<file path="config.mk">
export PLATFORM = sky130hd
export DESIGN_NAME = xmesh_matmul
export DESIGN_NICKNAME = d
export VERILOG_FILES = /design/src/rtl/xmesh_pkg.sv /design/src/rtl/xmesh_pe.sv /design/src/rtl/xmesh_seq.sv /design/src/rtl/xmesh_drain.sv /design/src/rtl/xmesh_matmul.sv
export SDC_FILE = /design/constraint.sdc
export NUM_CORES = 2
export LEC_CHECK = 0
export ABC_CLOCK_PERIOD_IN_PS = 9180
export CAP_MARGIN = 10
export CORE_MARGIN = 1.5
export CORE_UTILIZATION = 40
export CTS_CLUSTER_DIAMETER = 60
export DETAILED_ROUTE_END_ITERATION = 10
export GPL_TIMING_DRIVEN = 0
export HOLD_SLACK_MARGIN = 0.05
export PLACE_DENSITY = 0.67
export REMOVE_ABC_BUFFERS = 1
export SLEW_MARGIN = 15
export SYNTH_ARGS = -nofsm -noshare
export SYNTH_HDL_FRONTEND = slang
export SYNTH_SLANG_ARGS = --single-unit
</file>
<file path="constraint.sdc">
create_clock -name clk_i -period 9.18 [get_ports clk_i]
set_clock_uncertainty 0.15 [all_clocks]
set_input_delay 2.754 -clock clk_i [delete_from_list [all_inputs] [get_ports clk_i]]
set_output_delay 2.754 -clock clk_i [all_outputs]
set_load 0.01 [all_outputs]
</file>
<file path="src/rtl/xmesh_pkg.sv">
package xmesh_pkg;
  function automatic int acc_width(input int n, input int w);
    return 2 * w + $clog2(n);
  endfunction

  function automatic int idx_width(input int n);
    return (n > 1) ? $clog2(n) : 1;
  endfunction
endpackage

</file>
<file path="src/rtl/xmesh_pe.sv">
module xmesh_pe #(
  parameter int W  = 8,
  parameter int AW = 18
) (
  input  logic          clk_i,
  input  logic          rst_ni,
  input  logic          beat_i,
  input  logic          clr_i,
  input  logic [W-1:0]  a_i,
  input  logic [W-1:0]  b_i,
  output logic [AW-1:0] sum_nxt_o,
  output logic [AW-1:0] acc_o
);
  logic [2*W-1:0] prod;
  logic [AW-1:0]  acc_q;

  assign prod      = a_i * b_i;
  assign sum_nxt_o = (clr_i ? '0 : acc_q) + AW'(prod);
  assign acc_o     = acc_q;

  always_ff @(posedge clk_i or negedge rst_ni) begin
    if (!rst_ni)     acc_q <= '0;
    else if (beat_i) acc_q <= sum_nxt_o;
  end
endmodule

</file>
<file path="src/rtl/xmesh_seq.sv">
module xmesh_seq #(
  parameter int N = 4
) (
  input  logic clk_i,
  input  logic rst_ni,
  input  logic beat_i,
  input  logic first_i,
  output logic clr_o,
  output logic done_o,
  output logic ready_o
);
  import xmesh_pkg::*;
  localparam int CW = idx_width(N);

  logic [CW-1:0] cnt_q, pos;
  logic          last_beat, ready_q;

  // a flagged beat is always position 0
  assign pos       = first_i ? '0 : cnt_q;
  assign last_beat = (pos == CW'(N - 1));
  assign clr_o     = (pos == '0);
  assign done_o    = beat_i & last_beat;
  assign ready_o   = ready_q;

  always_ff @(posedge clk_i or negedge rst_ni) begin
    if (!rst_ni) begin
      cnt_q   <= '0;
      ready_q <= 1'b0;
    end else begin
      ready_q <= 1'b1;
      if (beat_i) cnt_q <= last_beat ? '0 : pos + 1'b1;
    end
  end
endmodule

</file>
<file path="src/rtl/xmesh_drain.sv">
module xmesh_drain #(
  parameter int N  = 4,
  parameter int AW = 18
) (
  input  logic                clk_i,
  input  logic                rst_ni,
  input  logic                cap_i,
  input  logic [N*N*AW-1:0]   sums_i,
  output logic                valid_o,
  output logic [xmesh_pkg::idx_width(N)-1:0] row_o,
  output logic [N*AW-1:0]     data_o,
  output logic                last_o
);
  import xmesh_pkg::*;
  localparam int RW = idx_width(N);
  localparam int LW = N * AW;

  logic [LW-1:0] snap_q [N];
  logic [RW-1:0] cnt_q;
  logic          vld_q, at_end;

  assign at_end = (cnt_q == RW'(N - 1));

  for (genvar gi = 0; gi < N; gi++) begin : g_row
    logic [LW-1:0] up;
    if (gi == 0) begin : g_top
      assign up = '0;
    end else begin : g_mid
      assign up = snap_q[gi-1];
    end
    always_ff @(posedge clk_i or negedge rst_ni) begin
      if (!rst_ni)     snap_q[gi] <= '0;
      else if (cap_i)  snap_q[gi] <= sums_i[gi*LW +: LW];
      else if (vld_q)  snap_q[gi] <= up;
    end
  end

  always_ff @(posedge clk_i or negedge rst_ni) begin
    if (!rst_ni) begin
      vld_q <= 1'b0;
      cnt_q <= '0;
    end else if (cap_i) begin
      vld_q <= 1'b1;
      cnt_q <= '0;
    end else if (vld_q) begin
      vld_q <= !at_end;
      cnt_q <= at_end ? '0 : cnt_q + 1'b1;
    end
  end

  assign valid_o = vld_q;
  assign row_o   = RW'(N - 1) - cnt_q;
  assign data_o  = snap_q[N-1];
  assign last_o  = vld_q & at_end;
endmodule

</file>
<file path="src/rtl/xmesh_matmul.sv">
module xmesh_matmul #(
  parameter int N = 4,
  parameter int W = 8
) (
  input  logic                                         clk_i,
  input  logic                                         rst_ni,
  input  logic                                         in_valid_i,
  output logic                                         in_ready_o,
  input  logic                                         in_first_i,
  input  logic [N*W-1:0]                               a_col_i,
  input  logic [N*W-1:0]                               b_row_i,
  output logic                                         out_valid_o,
  output logic [xmesh_pkg::idx_width(N)-1:0]           out_row_o,
  output logic [N*xmesh_pkg::acc_width(N, W)-1:0]      out_data_o,
  output logic                                         out_last_o
);
  import xmesh_pkg::*;
  localparam int AW = acc_width(N, W);

  logic beat, clr, done;
  logic [W-1:0]      a_lnk [N][N];
  logic [W-1:0]      b_lnk [N][N];
  logic [N*N*AW-1:0] sum_flat, acc_flat;

  assign beat = in_valid_i & in_ready_o;

  xmesh_seq #(.N(N)) u_seq (
    .clk_i  (clk_i),
    .rst_ni (rst_ni),
    .beat_i (beat),
    .first_i(in_first_i),
    .clr_o  (clr),
    .done_o (done),
    .ready_o(in_ready_o)
  );

  for (genvar gi = 0; gi < N; gi++) begin : g_r
    for (genvar gj = 0; gj < N; gj++) begin : g_c
      // A travels east along the row, B south along the column
      if (gj == 0) begin : g_aw
        assign a_lnk[gi][gj] = a_col_i[gi*W +: W];
      end else begin : g_ai
        assign a_lnk[gi][gj] = a_lnk[gi][gj-1];
      end
      if (gi == 0) begin : g_bn
        assign b_lnk[gi][gj] = b_row_i[gj*W +: W];
      end else begin : g_bi
        assign b_lnk[gi][gj] = b_lnk[gi-1][gj];
      end

      xmesh_pe #(.W(W), .AW(AW)) u_pe (
        .clk_i    (clk_i),
        .rst_ni   (rst_ni),
        .beat_i   (beat),
        .clr_i    (clr),
        .a_i      (a_lnk[gi][gj]),
        .b_i      (b_lnk[gi][gj]),
        .sum_nxt_o(sum_flat[(gi*N+gj)*AW +: AW]),
        .acc_o    (acc_flat[(gi*N+gj)*AW +: AW])
      );
    end
  end

  xmesh_drain #(.N(N), .AW(AW)) u_drain (
    .clk_i  (clk_i),
    .rst_ni (rst_ni),
    .cap_i  (done),
    .sums_i (sum_flat),
    .valid_o(out_valid_o),
    .row_o  (out_row_o),
    .data_o (out_data_o),
    .last_o (out_last_o)
  );
endmodule

</file>
Word level (Yosys, flattened, before mapping):

Cells that the tools add are included.

* register bits after elaboration: 582
* input port bits: 68

* $add $sub $neg: 19
* $mul: 16
* equal/unequal tests: 2
* multiplexer cells: 31
* bitwise gates (word level): 3
* reductions and logical operators: 3

Operator list (count)
* two-way mux 72 bit: 8
* adder 18 x 16 -> 18 bit: 16
* two-way mux 18 bit: 16
* multiplier 8 x 8 -> 16 bit: 16
* two-way mux 2 bit: 5
* adder 2 x 1 -> 2 bit, second input constant: 2
* == test 2 bit, second input constant: 2
* bitwise AND 1 bit: 3
* logical NOT 2 bit: 1
* two-way mux 1 bit: 2
* nonzero test 2 bit: 1
* subtractor 2 bit, first input constant: 1
* logical NOT 1 bit: 1

Logic depth before layout (Yosys ltp):

* word-level depth: 5
* mapped depth: 26
* mapped depth without buffers: 23

Cells and area by module:

From an unflattened synthesis, not the netlist that was laid out.

* cell total of the unflattened synthesis: 7103
* area, all modules: 67908.9 um^2

By module, submodules not included
* xmesh_pe at g_r[1].g_c[0].u_pe ...: instances 6, cells an instance 368, area an instance 3408.3 um^2, seq. area each 450.4 um^2
* xmesh_drain: instances 1, cells an instance 1262, area an instance 13304.0 um^2, seq. area each 7282.0 um^2
* xmesh_pe at g_r[3].g_c[0].u_pe ...: instances 3, cells an instance 370, area an instance 3453.3 um^2, seq. area each 450.4 um^2
* xmesh_pe at g_r[0].g_c[0].u_pe ...: instances 3, cells an instance 353, area an instance 3353.2 um^2, seq. area each 450.4 um^2
* xmesh_pe at g_r[0].g_c[3].u_pe: instances 1, cells an instance 372, area an instance 3407.0 um^2, seq. area each 450.4 um^2
* xmesh_pe at g_r[3].g_c[3].u_pe: instances 1, cells an instance 360, area an instance 3398.3 um^2, seq. area each 450.4 um^2
* xmesh_pe at g_r[2].g_c[2].u_pe: instances 1, cells an instance 360, area an instance 3395.8 um^2, seq. area each 450.4 um^2
* xmesh_pe at g_r[2].g_c[3].u_pe: instances 1, cells an instance 357, area an instance 3367.0 um^2, seq. area each 450.4 um^2
* xmesh_seq: instances 1, cells an instance 14, area an instance 161.4 um^2, seq. area each 75.1 um^2
* xmesh_matmul: instances 1, cells an instance 1, area an instance 6.3 um^2, seq. area each 0.0 um^2

Worst setup path before layout:

Ideal clock, no wire load.

* kind: in2reg
* from: input port in_first_i
* to: register g_r[1].g_c[1].u_pe.acc_q[17]
* data arrival time: 8.241 ns
* required time: 8.909 ns
* setup slack: 0.668 ns
* stages on the path: 24
* buffers on the path: 3
* path through: nor2b_1 inv_1 ha_1 inv_1 clkbuf_1 clkbuf_1 clkbuf_1 nand2_1 fa_1 inv_1 fa_1 inv_1 fa_1 fa_1 inv_1 ha_1 o21ai_0 nor2_1 a41o_1 o21ai_2 o22ai_1 a31oi_2 mux2_1 o22a_1

* cells in the longest elaborated chain, start to end: 4

RTL lines
* start: declaration: RTL line xmesh_matmul.sv:9 `input logic in_first_i,`
* two-way mux 2 bit: RTL line xmesh_seq.sv:19 `assign pos = first_i ? '0 : cnt_q;`
* logical NOT 2 bit: RTL line xmesh_seq.sv:21 `assign clr_o = (pos == '0);`
* two-way mux 18 bit: RTL line xmesh_pe.sv:18 `assign sum_nxt_o = (clr_i ? '0 : acc_q) + AW'(prod);`
* adder 18 x 16 -> 18 bit: RTL line xmesh_pe.sv:18
* end signal: assignment: RTL line xmesh_pe.sv:23 `else if (beat_i) acc_q <= sum_nxt_o;`
* end: declaration: RTL line xmesh_pe.sv:15 `logic [AW-1:0] acc_q;`

Every way passes these cells.
A chain may end at the register's enable or synchronous reset.

Final worst setup path:

* from: input port in_first_i
* to: register u_drain.snap_q (netlist bit u_drain.g_row[2].up[70])

* cells in the longest elaborated chain, start to end: 5

RTL lines
* two-way mux 2 bit (*): RTL line xmesh_seq.sv:19
* logical NOT 2 bit: RTL line xmesh_seq.sv:21
* two-way mux 18 bit: RTL line xmesh_pe.sv:18
* adder 18 x 16 -> 18 bit: RTL line xmesh_pe.sv:18
* two-way mux 72 bit: RTL line xmesh_drain.sv:33 `else if (cap_i) snap_q[gi] <= sums_i[gi*LW +: LW];`
* end signal: indexed assignment: RTL line xmesh_drain.sv:33
* end signal: indexed assignment: RTL line xmesh_drain.sv:34 `else if (vld_q) snap_q[gi] <= up;`
* end: declaration: RTL line xmesh_drain.sv:18 `logic [LW-1:0] snap_q [N];`

Mark *: on every way between the ends. The rest lies on a longest branch, timed or not.

==> results.md <==
* Status: complete, no violations
* Primary FF master, synth: dfrtp_1
* Ratio of cells with drive above 1 in the final layout at 0.0478
* Final instance area at 73500 um2
* Initial DRC count at 3033
* Final period util at 0.963
* Synthesis-stage register bit count at 582
* Vias per cell at approximately 5.1
* FF-to-FF End: u_drain.g_row[2].up[70]$_DFFE_PN0P_
* Critical Path Max Stage Delay at ~610 ps
* Worst min-delay path class: flip-flop to flip-flop
* Total gr overflow at 0
* RSZ-0062 raised after global routing: false
* Yosys cell types at between 70 and 80
* Clk pin slew, worst setup/hold paths at ~60 ps
* Worst reg2reg path depth at 23
* Die Wd at between 400 and 500 um
* Hold Fails Final Rpt at 0
* FP Rows at 149
* Synthesis-to-layout area growth at 11.1%
* Largest net degree at the start of global routing at 100
* Setup TNS at 0 ps
* Max IR drop VDD at between 0.15 and 0.2 mV
* Worst endpoint required time at roughly 9600 ps
* Commonest non-fill, non-tap cell in the layout: nand2_1
* Commonest non-fill, non-tap cells in the layout: 1319 x nand2_1, 1298 x inv_1, 800 x fa_1, 664 x and2_1, 642 x ha_1
* Final ANT Viol Nets at 0
* HP Start: g_r[3].g_c[1].u_pe.acc_o[16]$_DFFE_PN0P_
* Port Buf Inserts at about 140
* Crit path max fanout at 78
* Starting density of the core at 0.402
* Worst skew pair latency at around 710 ps
* Top delay family on crit path: adder cells
* CP cell instances: clkdlybuf4s50_1 > nand2b_1 > ha_4 > buf_12 > clkinv_16 > buf_16 > nand2_1 > fa_1 > inv_1 > fa_1 > inv_1 > fa_1 > fa_1 > inv_1 > ha_1 > o21a_1 > a21oi_1 > a211oi_1 > a211oi_1 > o21ai_0 > a31oi_1 > xor2_1 > o21ai_0
* Power Density at 282 nW/um2
* Mapped cell area at around 66000 um2
* Root Buffer: clkbuf_16
* Routed WL at 175000 um
* Slew margin rel. at 0.418
* GRT met1 Usage at 0.299
* Met3 GRT Util at 0.0374
* DP Area at between 70000 and 80000 um2
* Max Cap Viol at 0
* Synth warnings at 0
* Syn Inst Count at 7549
* Worst slew pin tran at 873 ps
* Buf/Inv on CP at 7
* Worst setup path startpoint: in_first_i
* Crit-path slowest cell: ha_4
* Clock sink count at about 580
* Layer with the highest usage: met2
* Slew Limit Fails at 0
* Number of fillers in the final layout at about 16000
* GP Congestion at approximately 0.8
* Routed len/inst at 17.9 um
* Minimum clock period at roughly 8800 ps
* Total track usage at 0.214
* RR Startpoint: u_seq.cnt_q[0]$_DFFE_PN0P_
* Most frequent CP cell: fa_1
* CP Launch Type: input pin
* Pleak at approximately 38 nW
* Post-DP HPWL at 124000 um
* Worst hold endpoint: g_r[3].g_c[1].u_pe.acc_o[16]$_DFFE_PN0P_
* DRT Pass-1 Iters at 7
* CTS Hold Bufs at 0
* R2r setup slk at between 2000 and 2500 ps
* Die height at ~410 um
* Worst hold path depth at 2
* CTS Buf Count at slightly above 90
* Seq/Total Area, Yosys at 0.220
* Synth async-reset ratio at 1.00
* CORE AREA at about 160000 um2
* Total number of vias at about 50000
* Die area at around 170000 um2
* CTS H-tree lvls at 3
* Clk buf depth at 3
* Setup bufs post-CTS at 0
* # setup viols final at 0
* Crit Path Class: input pin to flip-flop
* Post-layout nets at 8975
* Antenna violations before repair at 11
* CTS tree: yes
* Vias in the first global route at roughly 53000
* First-pass GRT wire length at approximately 290000 um
* Number of synthesized flops with an enable pin at 0
* Max Freq at about 110 MHz
* Met2 usage at 0.340
* Remaining DRCs at 0
* Critical Path Sink Type: flip-flop
* I/O pins at between 100 and 150
* Critical Path AT at a little over 9000 ps
* Avg Inst Size Synth at ~8.8 um2
==> registers in the layout, indices dropped and copies added (netlist names) <==
register / flops
g_r.g_c.u_pe.acc_o: 288
u_drain.g_row.up: 216
u_drain.data_o: 72
u_drain.cnt_q: 2
u_seq.cnt_q: 2
u_drain.valid_o: 1
u_seq.ready_o: 1
==> tightest hold or removal path, stage by stage, from the launching register on <==
cell,delay (ps)
dfrtp_1,330
nand2_1,50
nand2_1,50
==> worst max-delay path by stage <==
stage | end | slack, ps | depth (start not counted)
after CTS | g_r[3].g_c[3].u_pe.acc_o[16]$_DFFE_PN0P_ | 20 | 24
final | u_drain.g_row[2].up[70]$_DFFE_PN0P_ | 340 | 23
after detailed placement | g_r[3].g_c[3].u_pe.acc_o[16]$_DFFE_PN0P_ | -860 | 24
after global routing | u_drain.data_o[71]$_DFFE_PN0P_ | 40 | 24
after global placement | g_r[3].g_c[2].u_pe.acc_o[1]$_DFFE_PN0P_ | -22810 | 1
after floorplan | u_drain.g_row[3].up[35]$_DFFE_PN0P_ | -3920 | 19
==> routing by layer <==
metal / routed length [um] / part of all wire / vias to the layer above
met1: 79300 / 0.45 / 25200
li1: - / - / 23200
met5: 19 / 0.00011 / -
met4: 4650 / 0.027 / 4
met2: 78800 / 0.45 / 1387
met3: 11800 / 0.068 / 256
==> timing repair <==
action | 4_1_cts | 5_1_grt
cloned | 0 | 1
setup endpoints to repair | 3 | 31
gates resized for setup | 1 | 4
==> metrics by stage <==
| stage | utilization | hold WS (ps) | setup slack, ps | instances | power, mW |
|---|---|---|---|---|---|
| 6_report | 0.446 | 304 | 340 | 9733 | 20.7 |
| 5_1_grt | 0.446 | 337 | 43.8 | 9727 | 22.9 |
| 4_1_cts | 0.446 | 310 | 20.3 | 9725 | 20.8 |
| 3_5_place_dp | 0.426 | 298 | -859 | 9559 | 16.8 |
| 3_3_place_gp | 0.418 | 292 | -22810 | 9492 | 16.7 |
| 2_1_floorplan | - | 281 | -3920 | 7159 | 13.7 |
==> power by group <==
group	switching (mW)	internal, mW	total (mW)
registers	0.620	3.53	4.15
clock network	1.45	2.32	3.77
logic	7.48	5.35	12.8
==> synthesized netlist by cell type (84+ instances only) <==
cell	n	area, um2
a211oi_1	84	631
a21oi_1	210	1050
and2_1	665	4160
clkbuf_1	362	1360
dfrtp_1	582	14600
fa_1	800	16000
ha_1	643	8050
inv_1	1299	4880
mux2i_1	141	1410
nand2_1	1321	4960
nor2_1	109	409
nor2b_1	244	1530
o21ai_0	419	2100
xnor2_1	128	1120
==> kinds of logic (layout without fill, tap and decap cells) <==
family | count (synthesis) | in the layout | share of synthesized area
AOI/OAI and AO/OA | 926 | 926 | 0.0824
xor gates and xnor gates | 201 | 201 | 0.0267
adders and majority gates | 1443 | 1443 | 0.364
buffers and inverters | 1690 | 1678 | 0.0960
DFF | 582 | 582 | 0.220
muxes | 181 | 181 | 0.0281
other | 1 | 8 | 0.0000567
and+or+nand+nor | 2525 | 2525 | 0.183
==> area by class of cell <==
cell class	instances	area, um2	share of cell area
Antenna cell	7	17.5	0.000238
Inverter	1300	4910	0.0668
Clock buffer	113	2530	0.0345
Clock inverter	53	712	0.00969
Timing Repair Buffer	212	2730	0.0371
Multi-Input combinational cell	5277	45300	0.616
Sequential cell	582	14600	0.198
Tap cell	2189	2740	0.0373
Note: power is estimated with default switching activity, not from simulation.
